==> config.mk <==
export PLATFORM = sky130hd
export DESIGN_NAME = lane_guard
export DESIGN_NICKNAME = d
export VERILOG_FILES = /design/src/rtl/lg_pkg.sv /design/src/rtl/lg_attr_reg.sv /design/src/rtl/lg_lane_check.sv /design/src/rtl/lg_resp_fsm.sv /design/src/rtl/lane_guard.sv
export SDC_FILE = /design/constraint.sdc
export NUM_CORES = 1
export LEC_CHECK = 0
export ABC_AREA = 1
export ABC_CLOCK_PERIOD_IN_PS = 1250
export BUFFER_PORTS_ARGS = -buffer_cell sky130_fd_sc_hd__buf_2
export CELL_PAD_IN_SITES_DETAIL_PLACEMENT = 0
export CELL_PAD_IN_SITES_GLOBAL_PLACEMENT = 2
export CORE_ASPECT_RATIO = 1.2
export CORE_UTILIZATION = 23
export DETAILED_ROUTE_END_ITERATION = 12
export PLACE_DENSITY_LB_ADDON = 0.1
export SETUP_SLACK_MARGIN = 0.15
export SYNTH_ARGS = -nofsm -noshare
export SYNTH_HDL_FRONTEND = slang
export SYNTH_SLANG_ARGS = --single-unit
==> constraint.sdc <==
create_clock -name clk -period 1.25 [get_ports clk]
set_clock_uncertainty 0.15 [all_clocks]
set_input_delay 0.125 -clock clk [delete_from_list [all_inputs] [get_ports clk]]
set_output_delay 0.125 -clock clk [all_outputs]
set_load 0.02 [all_outputs]
==> src/rtl/lg_pkg.sv <==
package lg_pkg;

    typedef enum logic [1:0] {
        CLS_USER_NS = 2'd0,
        CLS_USER_S  = 2'd1,
        CLS_PRIV_S  = 2'd2
    } req_class_e;

    typedef enum logic [1:0] {
        RSP_IDLE  = 2'd0,
        RSP_GRANT = 2'd1,
        RSP_DENY  = 2'd2
    } rsp_state_e;

    // Privileged non-secure requesters share the user-secure rights.
    function automatic req_class_e to_class(input logic priv, input logic secure);
        if (priv && secure)
            return CLS_PRIV_S;
        else if (!priv && !secure)
            return CLS_USER_NS;
        else
            return CLS_USER_S;
    endfunction

    // Returns {read_ok, write_ok} for one class under one three-bit code.
    function automatic logic [1:0] code_rights(input logic [2:0] code, input req_class_e cls);
        logic rd;
        logic wr;
        unique case (cls)
            CLS_USER_NS: begin
                rd = (code == 3'd0) || (code == 3'd1) || (code == 3'd3);
                wr = (code == 3'd0);
            end
            CLS_USER_S: begin
                rd = (code <= 3'd4);
                wr = (code <= 3'd2);
            end
            default: begin
                rd = (code <= 3'd6);
                wr = (code <= 3'd5);
            end
        endcase
        return {rd, wr};
    endfunction

endpackage

==> src/rtl/lg_attr_reg.sv <==
module lg_attr_reg #(
    parameter int WORD_W = 32
) (
    input  logic              clk,
    input  logic              rst_n,
    input  logic              load,
    input  logic [WORD_W-1:0] load_value,
    output logic [WORD_W-1:0] attr_q
);

    always_ff @(posedge clk or negedge rst_n) begin
        if (!rst_n)
            attr_q <= '0;
        else if (load)
            attr_q <= load_value;
    end

endmodule

==> src/rtl/lg_lane_check.sv <==
module lg_lane_check
    import lg_pkg::*;
(
    input  logic       bypass,
    input  logic [2:0] code,
    input  req_class_e cls,
    input  logic       lane_en,
    input  logic       is_write,
    output logic       rd_pass,
    output logic       wr_strobe,
    output logic       refused
);

    logic [1:0] rights;
    logic       rd_ok;
    logic       wr_ok;

    always_comb begin
        rights = code_rights(code, cls);
        rd_ok  = bypass | rights[1];
        wr_ok  = bypass | rights[0];
    end

    assign rd_pass   = lane_en & ~is_write & rd_ok;
    assign wr_strobe = lane_en &  is_write & wr_ok;
    assign refused   = lane_en & (is_write ? ~wr_ok : ~rd_ok);

endmodule

==> src/rtl/lg_resp_fsm.sv <==
module lg_resp_fsm
    import lg_pkg::*;
#(
    parameter int LANES  = 4,
    parameter int LANE_W = 8,
    localparam int DW    = LANES * LANE_W
) (
    input  logic             clk,
    input  logic             rst_n,
    input  logic             acc_valid,
    input  logic             any_refused,
    input  logic [LANES-1:0] rd_keep,
    input  logic [DW-1:0]    tgt_rdata,
    output logic             resp_valid,
    output logic             resp_err,
    output logic [DW-1:0]    resp_rdata
);

    rsp_state_e state_q;
    rsp_state_e state_d;
    logic [DW-1:0] masked;
    logic [DW-1:0] data_q;

    for (genvar k = 0; k < LANES; k++) begin : g_mask
        assign masked[k*LANE_W +: LANE_W] = rd_keep[k] ? tgt_rdata[k*LANE_W +: LANE_W] : '0;
    end

    always_comb begin
        if (!acc_valid)
            state_d = RSP_IDLE;
        else if (any_refused)
            state_d = RSP_DENY;
        else
            state_d = RSP_GRANT;
    end

    always_ff @(posedge clk or negedge rst_n) begin
        if (!rst_n)
            state_q <= RSP_IDLE;
        else
            state_q <= state_d;
    end

    always_ff @(posedge clk or negedge rst_n) begin
        if (!rst_n)
            data_q <= '0;
        else
            data_q <= acc_valid ? masked : '0;
    end

    always_comb begin
        resp_valid = 1'b0;
        resp_err   = 1'b0;
        unique case (state_q)
            RSP_IDLE: begin
                resp_valid = 1'b0;
                resp_err   = 1'b0;
            end
            RSP_GRANT: begin
                resp_valid = 1'b1;
                resp_err   = 1'b0;
            end
            RSP_DENY: begin
                resp_valid = 1'b1;
                resp_err   = 1'b1;
            end
            default: begin
                resp_valid = 1'b0;
                resp_err   = 1'b0;
            end
        endcase
        resp_rdata = data_q;
    end

endmodule

==> src/rtl/lane_guard.sv <==
module lane_guard
    import lg_pkg::*;
#(
    parameter int LANES  = 4,
    parameter int LANE_W = 8,
    localparam int DW     = LANES * LANE_W,
    localparam int ATTR_W = 8,
    localparam int AW     = LANES * ATTR_W
) (
    input  logic             clk,
    input  logic             rst_n,
    input  logic             cfg_we,
    input  logic [AW-1:0]    cfg_wdata,
    output logic [AW-1:0]    cfg_rdata,
    input  logic             acc_valid,
    input  logic             acc_write,
    input  logic             acc_priv,
    input  logic             acc_secure,
    input  logic [LANES-1:0] acc_be,
    output logic [LANES-1:0] tgt_wstrb,
    input  logic [DW-1:0]    tgt_rdata,
    output logic             resp_valid,
    output logic             resp_err,
    output logic [DW-1:0]    resp_rdata
);

    logic [AW-1:0]    attr_q;
    req_class_e       cls;
    logic [LANES-1:0] rd_keep;
    logic [LANES-1:0] refused;

    lg_attr_reg #(.WORD_W(AW)) u_attr (
        .clk        (clk),
        .rst_n      (rst_n),
        .load       (cfg_we),
        .load_value (cfg_wdata),
        .attr_q     (attr_q)
    );

    assign cfg_rdata = attr_q;
    assign cls       = to_class(acc_priv, acc_secure);

    for (genvar k = 0; k < LANES; k++) begin : g_lane
        lg_lane_check u_chk (
            .bypass    (attr_q[k*ATTR_W + ATTR_W - 1]),
            .code      (attr_q[k*ATTR_W +: 3]),
            .cls       (cls),
            .lane_en   (acc_valid & acc_be[k]),
            .is_write  (acc_write),
            .rd_pass   (rd_keep[k]),
            .wr_strobe (tgt_wstrb[k]),
            .refused   (refused[k])
        );
    end

    lg_resp_fsm #(.LANES(LANES), .LANE_W(LANE_W)) u_resp (
        .clk         (clk),
        .rst_n       (rst_n),
        .acc_valid   (acc_valid),
        .any_refused (|refused),
        .rd_keep     (rd_keep),
        .tgt_rdata   (tgt_rdata),
        .resp_valid  (resp_valid),
        .resp_err    (resp_err),
        .resp_rdata  (resp_rdata)
    );

endmodule

==> results of run 1 <==
==> how the worst max path moves through the flow <==
stage	startpoint	end	slack, ns	cells past startpoint
5_1_grt	u_attr.attr_q[9]	tgt_wstrb[1]	-0.59	8
3_3_place_gp	acc_priv	tgt_wstrb[1]	-0.33	9
4_1_cts	u_attr.attr_q[0]	tgt_wstrb[0]	-0.54	6
3_5_place_dp	acc_priv	u_resp.resp_rdata[15]	-0.34	9
2_1_floorplan	u_attr.attr_q[0]	tgt_wstrb[0]	-0.13	6
6_report	u_attr.attr_q[9]	tgt_wstrb[1]	-0.48	8
==> where the power goes <==
group / leakage [nW] / total (mW) / switching [mW] / internal (mW)
clock: 0.165 / 2.96 / 0.953 / 2.00
sequential: 0.832 / 2.41 / 0.125 / 2.28
combinational: 2.03 / 1.71 / 0.767 / 0.939
total: 3.02 / 7.07 / 1.84 / 5.23
==> per-stage QoR <==
stage / area [um2] / TNS [ns] / utilization / power, mW
4_1_cts: 5718 / -8.198 / 0.4658 / 7.052
2_1_floorplan: 3008 / -0.4029 / - / 3.024
3_3_place_gp: 4066 / -10.11 / 0.3312 / 3.528
3_5_place_dp: 4066 / -10.53 / 0.3312 / 3.532
6_report: 5974 / -10.91 / 0.4866 / 7.072
5_1_grt: 5974 / -14.62 / 0.4866 / 7.422
==> sequential cells by signal, indices dropped and copies added (netlist names) <==
name / cells
u_attr.attr_q: 32
u_resp.resp_rdata: 32
u_resp.state_q: 2
==> metal layers <==
metal	GRT usage	vias to the layer above	part of all wire
met5	0	-	0
met4	0.05220	0	0.013
met3	0.04037	8	0.049
met2	0.2423	76	0.53
met1	0.1578	1391	0.41
li1	-	1467	-
==> logic make-up (layout without fill, tap and decap cells) <==
kind of cell / after synthesis / count (layout)
compound gates: 15 / 15
fa+ha+maj: 3 / 3
buf+inv: 72 / 331
flops: 66 / 66
mux: 23 / 23
simple gates: 142 / 142
==> critical path, delay by kind of cell, from the launching register on <==
family / cells / cell delay (ns)
and+or+nand+nor: 7 / 0.53
DFF: 1 / 0.44
buffers and inverters: 1 / 0.15
==> cells in the mapped netlist, drive strengths merged <==
cell type	count
nand2	77
dfrtp	66
inv	58
nor2	55
mux2	23
o21ai	12
buf	11
nand3	9
clkbuf	3
ha	3
a21boi	1
a21oi	1
a311oi	1
nand3b	1
==> cell usage in the layout, fill, tap and decap left out, types with 12 or more instances in the layout <==
cell type | netlist | routed
buf_2 | 2 | 73
nor2_2 | 4 | 29
nand2_2 | 2 | 15
buf_6 | 1 | 90
dfrtp_2 | 0 | 12
mux2_2 | 23 | 23
buf_4 | 8 | 24
nor2_1 | 49 | 17
dlygate4sd3_1 | 0 | 67
inv_1 | 53 | 44
dfrtp_1 | 66 | 54
nand2_1 | 75 | 58
==> cell type report <==
| type | instances | area [um2] |
|---|---|---|
| Multi-Input combinational cell | 183 | 1236 |
| Timing Repair Buffer | 257 | 2290 |
| Sequential cell | 66 | 1667 |
| Clock inverter | 6 | 113.9 |
| Inverter | 58 | 227.7 |
| Tap cell | 161 | 201.4 |
| Fill cell | 1197 | 6302 |
| Clock buffer | 10 | 239.0 |
==> timing repair <==
action | 4_1_cts | 5_1_grt
setup endpoints to repair | 104 | 110
gates resized for setup | 174 | 62
pin swaps | 11 | 16
endpoints found under the hold margin | 131 | 0
setup buffers | 12 | 8
hold buffers | 67 | 0
==> results.txt, run 1 <==
The startpoint-to-endpoint class of the critical path is flip-flop to output port. The maximum fanout count along the critical path came out at 5. Clock tree synthesis found a total of 66 sinks. The checks that failed: setup timing. Clock tree synthesis inserted a total of 9 buffers. The register-to-register path setup slack is -0.35 ns. Counting tap cells, the placed design contains a total of 638 instances. The number of cells on the worst hold path came out at 3. The clock period minus worst slack is 1.732 ns. In this run, distinct cell masters in the synthesized netlist total 22.

The via count of the routed design came out at 2942. The required time at the endpoint of the critical path came out at 0.98 ns. After detailed routing, the average wire length per cell comes to 11.82 um. The worst stage delay on the critical path is 0.44 ns. The largest voltage drop on the vdd net is 632.1 uV. The H-tree level count is 3. The number of inserted diodes came out at 0. In the global route stage, overall resource usage came out at 0.1382. The synthesized area divided by synthesized cell count came out at 9.160 um2. The number of design-rule violations left by the first detailed-router iteration came out at 47.

The buffer cell driving the clock tree root is clkbuf_16. The startpoint identified for the worst hold timing path is cfg_we. The number of antenna violations at the first check in global routing came out at 0. The clock slew seen by the registers of the worst setup and hold paths is 0.05 ns. At the worst endpoint, the arrival time is 1.46 ns.

The routability congestion estimate is 0.7144. For the worst-skew pair, the clock arrives at the later sink with an insertion delay of 0.33 ns. The y dimension of the die is 125.9 um. TritonCTS built the clock tree. By area, the combinational part of the netlist is dominated by simple AND/OR/NAND/NOR gates. The synthesized-area fraction occupied by and/or/nand/nor cells is 0.2034. The placed wire-length estimate after detailed placement is 5998 um. Setup violations remaining at the end of the flow were counted as 52.

The startpoint of the most critical register-to-register path is u_attr.attr_q[8]. The final layout contains 653 nets. Max-cap violations in this run came to 0.

Timing would allow up to 577.3 MHz. The compound-cell area share of the yosys netlist was 0.02766. For this design the ratio of total power to cell area is 1184 nW/um2. After global routing the overflow that remains totals 0. The number of hold violations in the final report is 0. The net count after synthesis is 399. The depth of the most critical reg-to-reg path came out at 10. The number of vias per cell after detailed routing is 3.970.

The largest total area in the synthesized netlist belongs to dfrtp_1. Setup repair after global routing could not meet its margin everywhere. The worst pin sits at a relative slew slack of 0.6967.

The final count of pins violating max slew is 0. Hold timing on the final database bottoms out at a slack of 0.05076 ns. The capture instance of the worst register-to-register path is u_resp.state_q[0]. The via count of the first global-routing pass was 3078. The detailed-router iteration count before antenna repair is 4. The routed wire length came out at 8762 um. The count of pins on the block boundary came out at 145. For the pin with the worst max-slew slack, the measured transition is 0.4533 ns. The final non-filler cell total came out at 741. The site row count is 44. The pre-CTS worst setup slack came out at -0.3355 ns. The area growth from synthesis to layout is 103.2%. The cell that appears most often on the critical path is nand2_1. Setup slack on the critical path of the routed design comes to -0.4823 ns. The synthesized netlist occupies a cell area of 2940 um2.

The post-route antenna net violation count is 0. The largest net degree at the start of global routing is 64. The number of I/O port buffers is 144. The core box area is 12280 um2.

The number of cells produced by synthesis is 321. The fraction of layout cells with a size suffix above 1 is 0.5586. The multiplexer area fraction after synthesis is 0.08809. Of the total synthesized cell area, the portion taken by full adders, half adders and majority gates is 0.01277. The area share of the leading cell type in the synthesized netlist came out at 0.5617. The synthesized design contains 66 register bits.

The worst setup path is launched from a flip-flop. Dividing the final minimum period by the clock period gives 1.386. STA classifies the critical path endpoint as an output port. The total leakage power came out at 3.023 nW. Yosys attributes the largest share of cell area to dfrtp_1 (56%), nand2_1 (9.6%), mux2_2 (8.8%). The number of warning messages in the yosys log came out at 0. The buffer depth of the longest clock path came out at 2. The area of the die is 13240 um2.

The run finished, with violations left. The slowest stage of the critical path belongs to the cell dfrtp_2. The worst hold path belongs to the class input port to flip-flop. The path with the worst hold slack has its endpoint at u_attr.attr_q[0]. Of the total synthesized cell area, the portion taken by XOR and XNOR cells is 0.

The x dimension of the die is 105.2 um. The first-pass GRT wire length came out at 14210 um. The sequential fraction of the synthesis area came out at 0.5617. For this configuration, the core starts out at a cell density of 0.2395. In the routed design, unresolved DRC markers number 0. The critical path goes through nor2_4 -> nand2_1 -> nand2_1 -> nand2_1 -> nand2_2 -> nand2_2 -> nor2_1 -> buf_4.
(Power assumes the default switching activity.)
==> inputs of run 2 (changes only) <==
--- a/config.mk
+++ b/config.mk
@@ -6,7 +6,6 @@
 export NUM_CORES = 1
 export LEC_CHECK = 0
 export ABC_AREA = 1
-export ABC_CLOCK_PERIOD_IN_PS = 1250
 export BUFFER_PORTS_ARGS = -buffer_cell sky130_fd_sc_hd__buf_2
 export CELL_PAD_IN_SITES_DETAIL_PLACEMENT = 0
 export CELL_PAD_IN_SITES_GLOBAL_PLACEMENT = 2
@@ -15,6 +14,7 @@
 export DETAILED_ROUTE_END_ITERATION = 12
 export PLACE_DENSITY_LB_ADDON = 0.1
 export SETUP_SLACK_MARGIN = 0.15
+export SKIP_CTS_REPAIR_TIMING = 1
 export SYNTH_ARGS = -nofsm -noshare
 export SYNTH_HDL_FRONTEND = slang
 export SYNTH_SLANG_ARGS = --single-unit
==> run 2 against run 1 <==
Worst setup slack better by 0.0017 ns. Largest cell class unchanged. The flow still finishes with violations (setup timing). Largest power group unchanged. Via count decreased by 2.0%. Sequential cell count stayed put. Clock power hardly changed. Cell count decreased by 1.5%. Power is 1.4% lower. Global-route usage fell by 1.2 points. Critical endpoint unchanged. Worst hold slack worse by 0.0056 ns. Register-to-register slack better by 0.14 ns. Die area unchanged. Utilization decreased by 1.4 points. Design area down 2.8%.
==> results.txt, run 2 (synthesis results as in run 1) <==
The arrival time of the worst setup path is 1.46 ns. Subtracting the final worst setup slack from the clock period gives 1.731 ns. The maximum fanout count along the critical path came out at 5. The buffer depth of the longest clock path is 2. The core region is 12280 um2.

The clock slew seen by the registers of the worst setup and hold paths came out at 0.05 ns. The via count of the routed design is 2882. The share of total power in sequential cells is 0.346.

The starting utilization of the core area is 0.2395. Of the total power, the share spent switching nets is 0.2598. The normalized max-slew margin is 0.7015. The average wire length per cell after detail routing is 11.68 um. The number of I/O port buffers came out at 144. The area of the die is 13240 um2. The combinational fraction of design power is 0.230. The total of endpoints with negative setup slack in the final report came out at 50. The via count of the first global-routing pass came to 2668. The site row count is 44.

The global-route total usage across every layer came out at 0.1259. The fill cell total of the finished layout came out at 1209. The worst setup path is launched from a flip-flop. The worst-skew pair later-pin latency is 0.33 ns. The total chip power came out at 6.975 mW.

The flow ran to the end, but the final reports show violations. The number of vias per cell after detailed routing is 3.948. Based on the critical path, the design can be clocked at up to 577.8 MHz.

The count of pins on the block boundary is 145. The kind of path behind the tightest hold check is input port to flip-flop. The buffer cell driving the clock tree root is clkbuf_16.

The final worst-path cycle share came out at 1.385. For this block, the routed nets add up to 8524 um of wire. The net total in the final layout is 642.

Once placement finished, the instance area stood at 4066 um2. The number of inserted diodes is 0. The critical path is of the flip-flop to output port type. Setup total negative slack on the finished layout was measured at -6.919 ns. The number of antenna violations at the first check in global routing is 0. The final cell area excluding filler cells is 5804 um2. The area of combinational cells with multiple inputs is 1191 um2. Leaving out fill and tap cells, the most frequent cell in the layout is buf_6. In the final layout, flip-flops and latches occupy 1667 um2. The internal power consumption is 5.163 mW. The power per standard cell area came out at 1202 nW/um2. The largest net degree at the start of global routing came out at 64. The required time at the endpoint of the critical path is 0.98 ns. The final reports fail on setup timing.

The worst setup margin is -0.4806 ns. Of the cells placed in the final design, the portion with a size suffix greater than 1 is 0.5272. The measured slew at the worst slew-check pin is 0.4461 ns.

The total global routing overflow came out at 0. The area overhead of the layout relative to synthesis came out at 97.40%. The die is 105.2 um wide.

The number of design-rule violations left by the first detailed-router iteration is 54. The H-tree level count is 3. The first detailed-routing pass ran for 4 iterations. The endpoint class of the critical path is an output port. The total leakage power is 2.959 nW. The switching power of the nets came out at 1.812 mW. The tree built by TritonCTS fans out to 66 sinks. The share of total power dissipated in the clock network is 0.424. The number of hold violations in the final report came out at 0. At the end of routability-driven placement, the weighted congestion stood at 0.7144. The post-route antenna net violation count is 0. The tool flagged a number of max-cap violations equal to 0. The final count of pins violating max slew came out at 0.

The placed wire-length estimate after detailed placement came out at 5998 um. The total clock buffers created by CTS came out at 9. IR analysis of the VDD net gives a maximum drop of 607.0 uV. The worst register-to-register path has a setup slack of -0.21 ns.

In the routed design, unresolved DRC markers number 0. The CTS tree is built. Setup repair after global routing could not meet its margin everywhere.

The first-pass GRT wire length is 12740 um. The top cell types in the final layout, fill and taps aside, are buf_6 (80), buf_2 (74), dlygate4sd3_1 (67), nand2_1 (61), dfrtp_1 (54). The floorplan step set the die height to 125.9 um.
## run 2: through the flow
| step | instances | utilization | worst slack [ns] | hold WS, ns |
|---|---|---|---|---|
| 2_1_floorplan | 321 | - | -0.1283 | -0.3206 |
| 3_3_place_gp | 638 | 0.3312 | -0.3302 | -0.2216 |
| 3_5_place_dp | 638 | 0.3312 | -0.3355 | -0.2201 |
| 4_1_cts | 654 | 0.3600 | -0.5543 | -0.5781 |
| 5_1_grt | 730 | 0.4728 | -0.5907 | 0.05549 |
| 6_report | 730 | 0.4728 | -0.4806 | 0.04513 |
## run 2: final cells by class
cell class / count / share of cell area
Multi-Input combinational cell: 183 / 0.2052
Tap cell: 161 / 0.03471
Clock inverter: 6 / 0.01962
Timing Repair Buffer: 246 / 0.3734
Clock buffer: 10 / 0.04117
Inverter: 58 / 0.03880
Sequential cell: 66 / 0.2871
## run 2: routing by layer
| layer | vias up | track usage | wire length [um] |
|---|---|---|---|
| met5 | - | 0 | 0 |
| met4 | 0 | 0.05220 | 123 |
| met3 | 9 | 0.04089 | 410 |
| met2 | 76 | 0.2148 | 4468 |
| met1 | 1350 | 0.1445 | 3521 |
| li1 | 1447 | - | - |
## run 2: critical path: stages (launching register included)
cell and delay [ns]:
dfrtp_2 0.44, nor2_4 0.12, nand2_1 0.07, nand2_1 0.06, nand2_1 0.06, nand2_2 0.07, nand2_2 0.05, nor2_1 0.10
buf_4 0.15
## run 2: power by group through the flow
stage          clock network, mW  registers, mW  logic (mW)
2_1_floorplan                  0           2.55       0.469
3_3_place_gp                   0           2.41        1.12
3_5_place_dp                   0           2.42        1.12
4_1_cts                     3.05           2.38        1.12
5_1_grt                     3.15           2.43        1.75
6_report                    2.96           2.41        1.61
## run 2: final timing paths
path	from	to	cells after the start
max in group asynchronous	rst_n	u_attr.attr_q[19]	3
worst max register to register	u_attr.attr_q[24]	u_resp.state_q[0]	10
worst min-delay path	cfg_we	u_attr.attr_q[0]	3
worst max-delay path	u_attr.attr_q[8]	tgt_wstrb[1]	8
worst min register to register	u_attr.attr_q[19]	u_attr.attr_q[19]	1
min in group asynchronous	rst_n	u_attr.attr_q[23]	3
==> inputs of run 3 (changes only) <==
--- a/config.mk
+++ b/config.mk
@@ -10,7 +10,9 @@
 export CELL_PAD_IN_SITES_DETAIL_PLACEMENT = 0
 export CELL_PAD_IN_SITES_GLOBAL_PLACEMENT = 2
 export CORE_ASPECT_RATIO = 1.2
-export CORE_UTILIZATION = 23
+export CORE_MARGIN = 2
+export CORE_UTILIZATION = 25
+export CTS_CLUSTER_DIAMETER = 50
 export DETAILED_ROUTE_END_ITERATION = 12
 export PLACE_DENSITY_LB_ADDON = 0.1
 export SETUP_SLACK_MARGIN = 0.15
==> constraint.sdc (replaced) <==
create_clock -name clk -period 1.7 [get_ports clk]
set_clock_uncertainty 0.15 [all_clocks]
set_input_delay 0.17 -clock clk [delete_from_list [all_inputs] [get_ports clk]]
set_output_delay 0.17 -clock clk [all_outputs]
set_load 0.02 [all_outputs]
==> run 3 against run 2 <==
The flow still finishes with violations (setup timing). Sequential cell count did not move. Combinational power shrank 43%. Die area down 4.5%. Via count fell by 3.8%. First-iteration DRC count grew 41%. Sequential power is 28% lower. Cell count is 3.4% lower. Non-clock buffer count shrank 19.
==> results.txt, run 3 (synthesis results as in run 1) <==
The flow ran to the end, but the final reports show violations. The final reports fail on setup timing. The total clock buffers created by CTS came out at 9.

At the pin with the least slew margin, the transition time is 0.4478 ns. The number of I/O port buffers came out at 144. The setup path with the least slack is of type flip-flop to output port.

The kind of start point of the critical path is a flip-flop. The total of endpoints with negative setup slack in the final report came out at 3. The clock period minus worst slack is 1.752 ns. The area of the die came out at 12650 um2. Before CTS, the worst setup slack after placement is -0.04168 ns. The power per standard cell area is 876.9 nW/um2.

The worst-case IR drop observed on VDD is 372.9 uV. The worst register-to-register path ends at u_resp.state_q[0]. The final count of pins violating max slew was 0. The number of clock sinks came out at 66.

Timing would allow up to 570.7 MHz. The post-route antenna net violation count is 0. The number of antenna violations at the first check in global routing came out at 0.

The fraction of layout cells with a size suffix above 1 came out at 0.4453. The congestion estimate from routability-driven global placement came to 0.7534. In the layout the commonest cells are buf_2 (139), dlygate4sd3_1 (66), nand2_1 (62), dfrtp_1 (61), inv_1 (51). The detailed-router iteration count before antenna repair came out at 4.

The number of cells on the worst hold path is 5. The area overhead of the layout relative to synthesis came out at 70.13%. In the finished design, the share of the clock period the worst path needs comes to 1.031. The endpoint class of the critical path is an output port. After clock tree synthesis, the clock-pin slew on the worst setup and hold paths is 0.05 ns. The remaining routing DRC violations is 0. Headroom to the max-slew limit came out at 0.7015. The via count of the first global-routing pass is 2510. Summed over all layers, the global routing overflow is 0.

After layout, the worst setup slack is -0.05237 ns. The post-layout utilization of the core is 0.4345. The required time at the endpoint of the critical path is 1.38 ns.

Leaving out fill and tap cells, the most frequent cell in the layout is buf_2. Summed over all cells, the static leakage comes to 2.752 nW. The initial utilization of the core area, before any placement, comes to 0.2554. The worst hold path begins at acc_be[1]. The via count of the routed design came out at 2772.

For hold timing, the worst endpoint is u_resp.state_q[1]. The floorplan has 43 rows. The number of vias per cell after detailed routing came out at 3.932. The H-tree level count came out at 3.

In this run the clock root is driven by a clkbuf_16. The number of hold violations in the final report came out at 0. The net total in the final layout is 623.

Setup repair after global routing could not meet its margin everywhere. The number of cells on the worst reg-to-reg path is 9. In this run, the number of DRC markers left after iteration 0 of detailed routing was 76. The worst-skew pair later-pin latency is 0.32 ns. The sum of negative setup slack came out at -0.09534 ns. The routed wire length is 8301 um. The register-to-register path setup slack is 0.21 ns.

The first-pass GRT wire length is 12070 um. 145 I/O pins were placed. TritonCTS built the clock tree. After detailed routing, the average wire length per cell comes to 11.77 um. The worst hold slack after final layout came out at 0.1408 ns.

The maximum fanout count along the critical path is 4. In this run the standard cell core region covers 11510 um2. Summed over all nets, the half-perimeter wirelength after detailed placement is 6024 um. The x dimension of the die is 103 um. The y dimension of the die is 122.8 um. The largest net degree at the start of global routing is 42.

The startpoint identified for the worst register-to-register timing path is u_attr.attr_q[16]. For this run, the total global-route usage over all layers was measured as 0.1275. The placed cell count is 616. The arrival time of the worst setup path came out at 1.43 ns. The max-cap violation count came out at 0. The repair_antennas step left the layout with diodes totalling 0. The final non-filler cell total is 705. No sink is reached through more buffers than the 2 on the longest clock path. The min-delay analysis places its worst path in the category input port to flip-flop.
==> run 3: how the worst max path moves through the flow <==
stage | from | endpoint | slack [ns] | cells after the start
2_1_floorplan | u_attr.attr_q[0] | tgt_wstrb[0] | 0.23 | 6
3_3_place_gp | acc_priv | u_resp.resp_rdata[2] | 0.02 | 10
3_5_place_dp | acc_secure | u_resp.resp_rdata[4] | -0.04 | 11
4_1_cts | u_attr.attr_q[0] | tgt_wstrb[0] | -0.18 | 6
5_1_grt | u_attr.attr_q[0] | tgt_wstrb[0] | -0.14 | 6
6_report | u_attr.attr_q[0] | tgt_wstrb[0] | -0.05 | 6
==> run 3: report_power, final <==
group / switching [mW] / internal, mW
logic: 0.489 / 0.434
clock network: 0.634 / 1.09
registers: 0.0678 / 1.68
total: 1.19 / 3.20
==> run 3: worst max-delay path, stage by stage (launching register included) <==
cell      delay (ns)
dfrtp_2         0.43
nor2_4          0.12
nand2_1         0.05
nand2_1         0.05
nand2_1         0.07
a311oi_2        0.20
buf_4           0.18
==> run 3: stage by stage <==
stage,power [mW],area (um2)
floorplan,2.194,2940
global placement,2.514,3877
detailed placement,2.515,3877
CTS,4.283,4156
global route,4.643,5002
finish,4.386,5002
==> run 3: cell type report <==
cell class                 instances  area, um2
tap                              157      196.4
clock inverter                     2      12.51
clock buffer                      12      266.5
fill                            1232       6511
multi-input combinational        183       1066
inverter                          58      220.2
timing repair buffer             227       1583
sequential                        66       1658
==> run 3: metal layers <==
layer,routed length [um],vias to the layer above,global-route usage
li1,-,1406,-
met1,3407,1290,0.1448
met2,4302,70,0.2167
met3,500,6,0.04613
met4,91,0,0.04934
met5,0,-,0
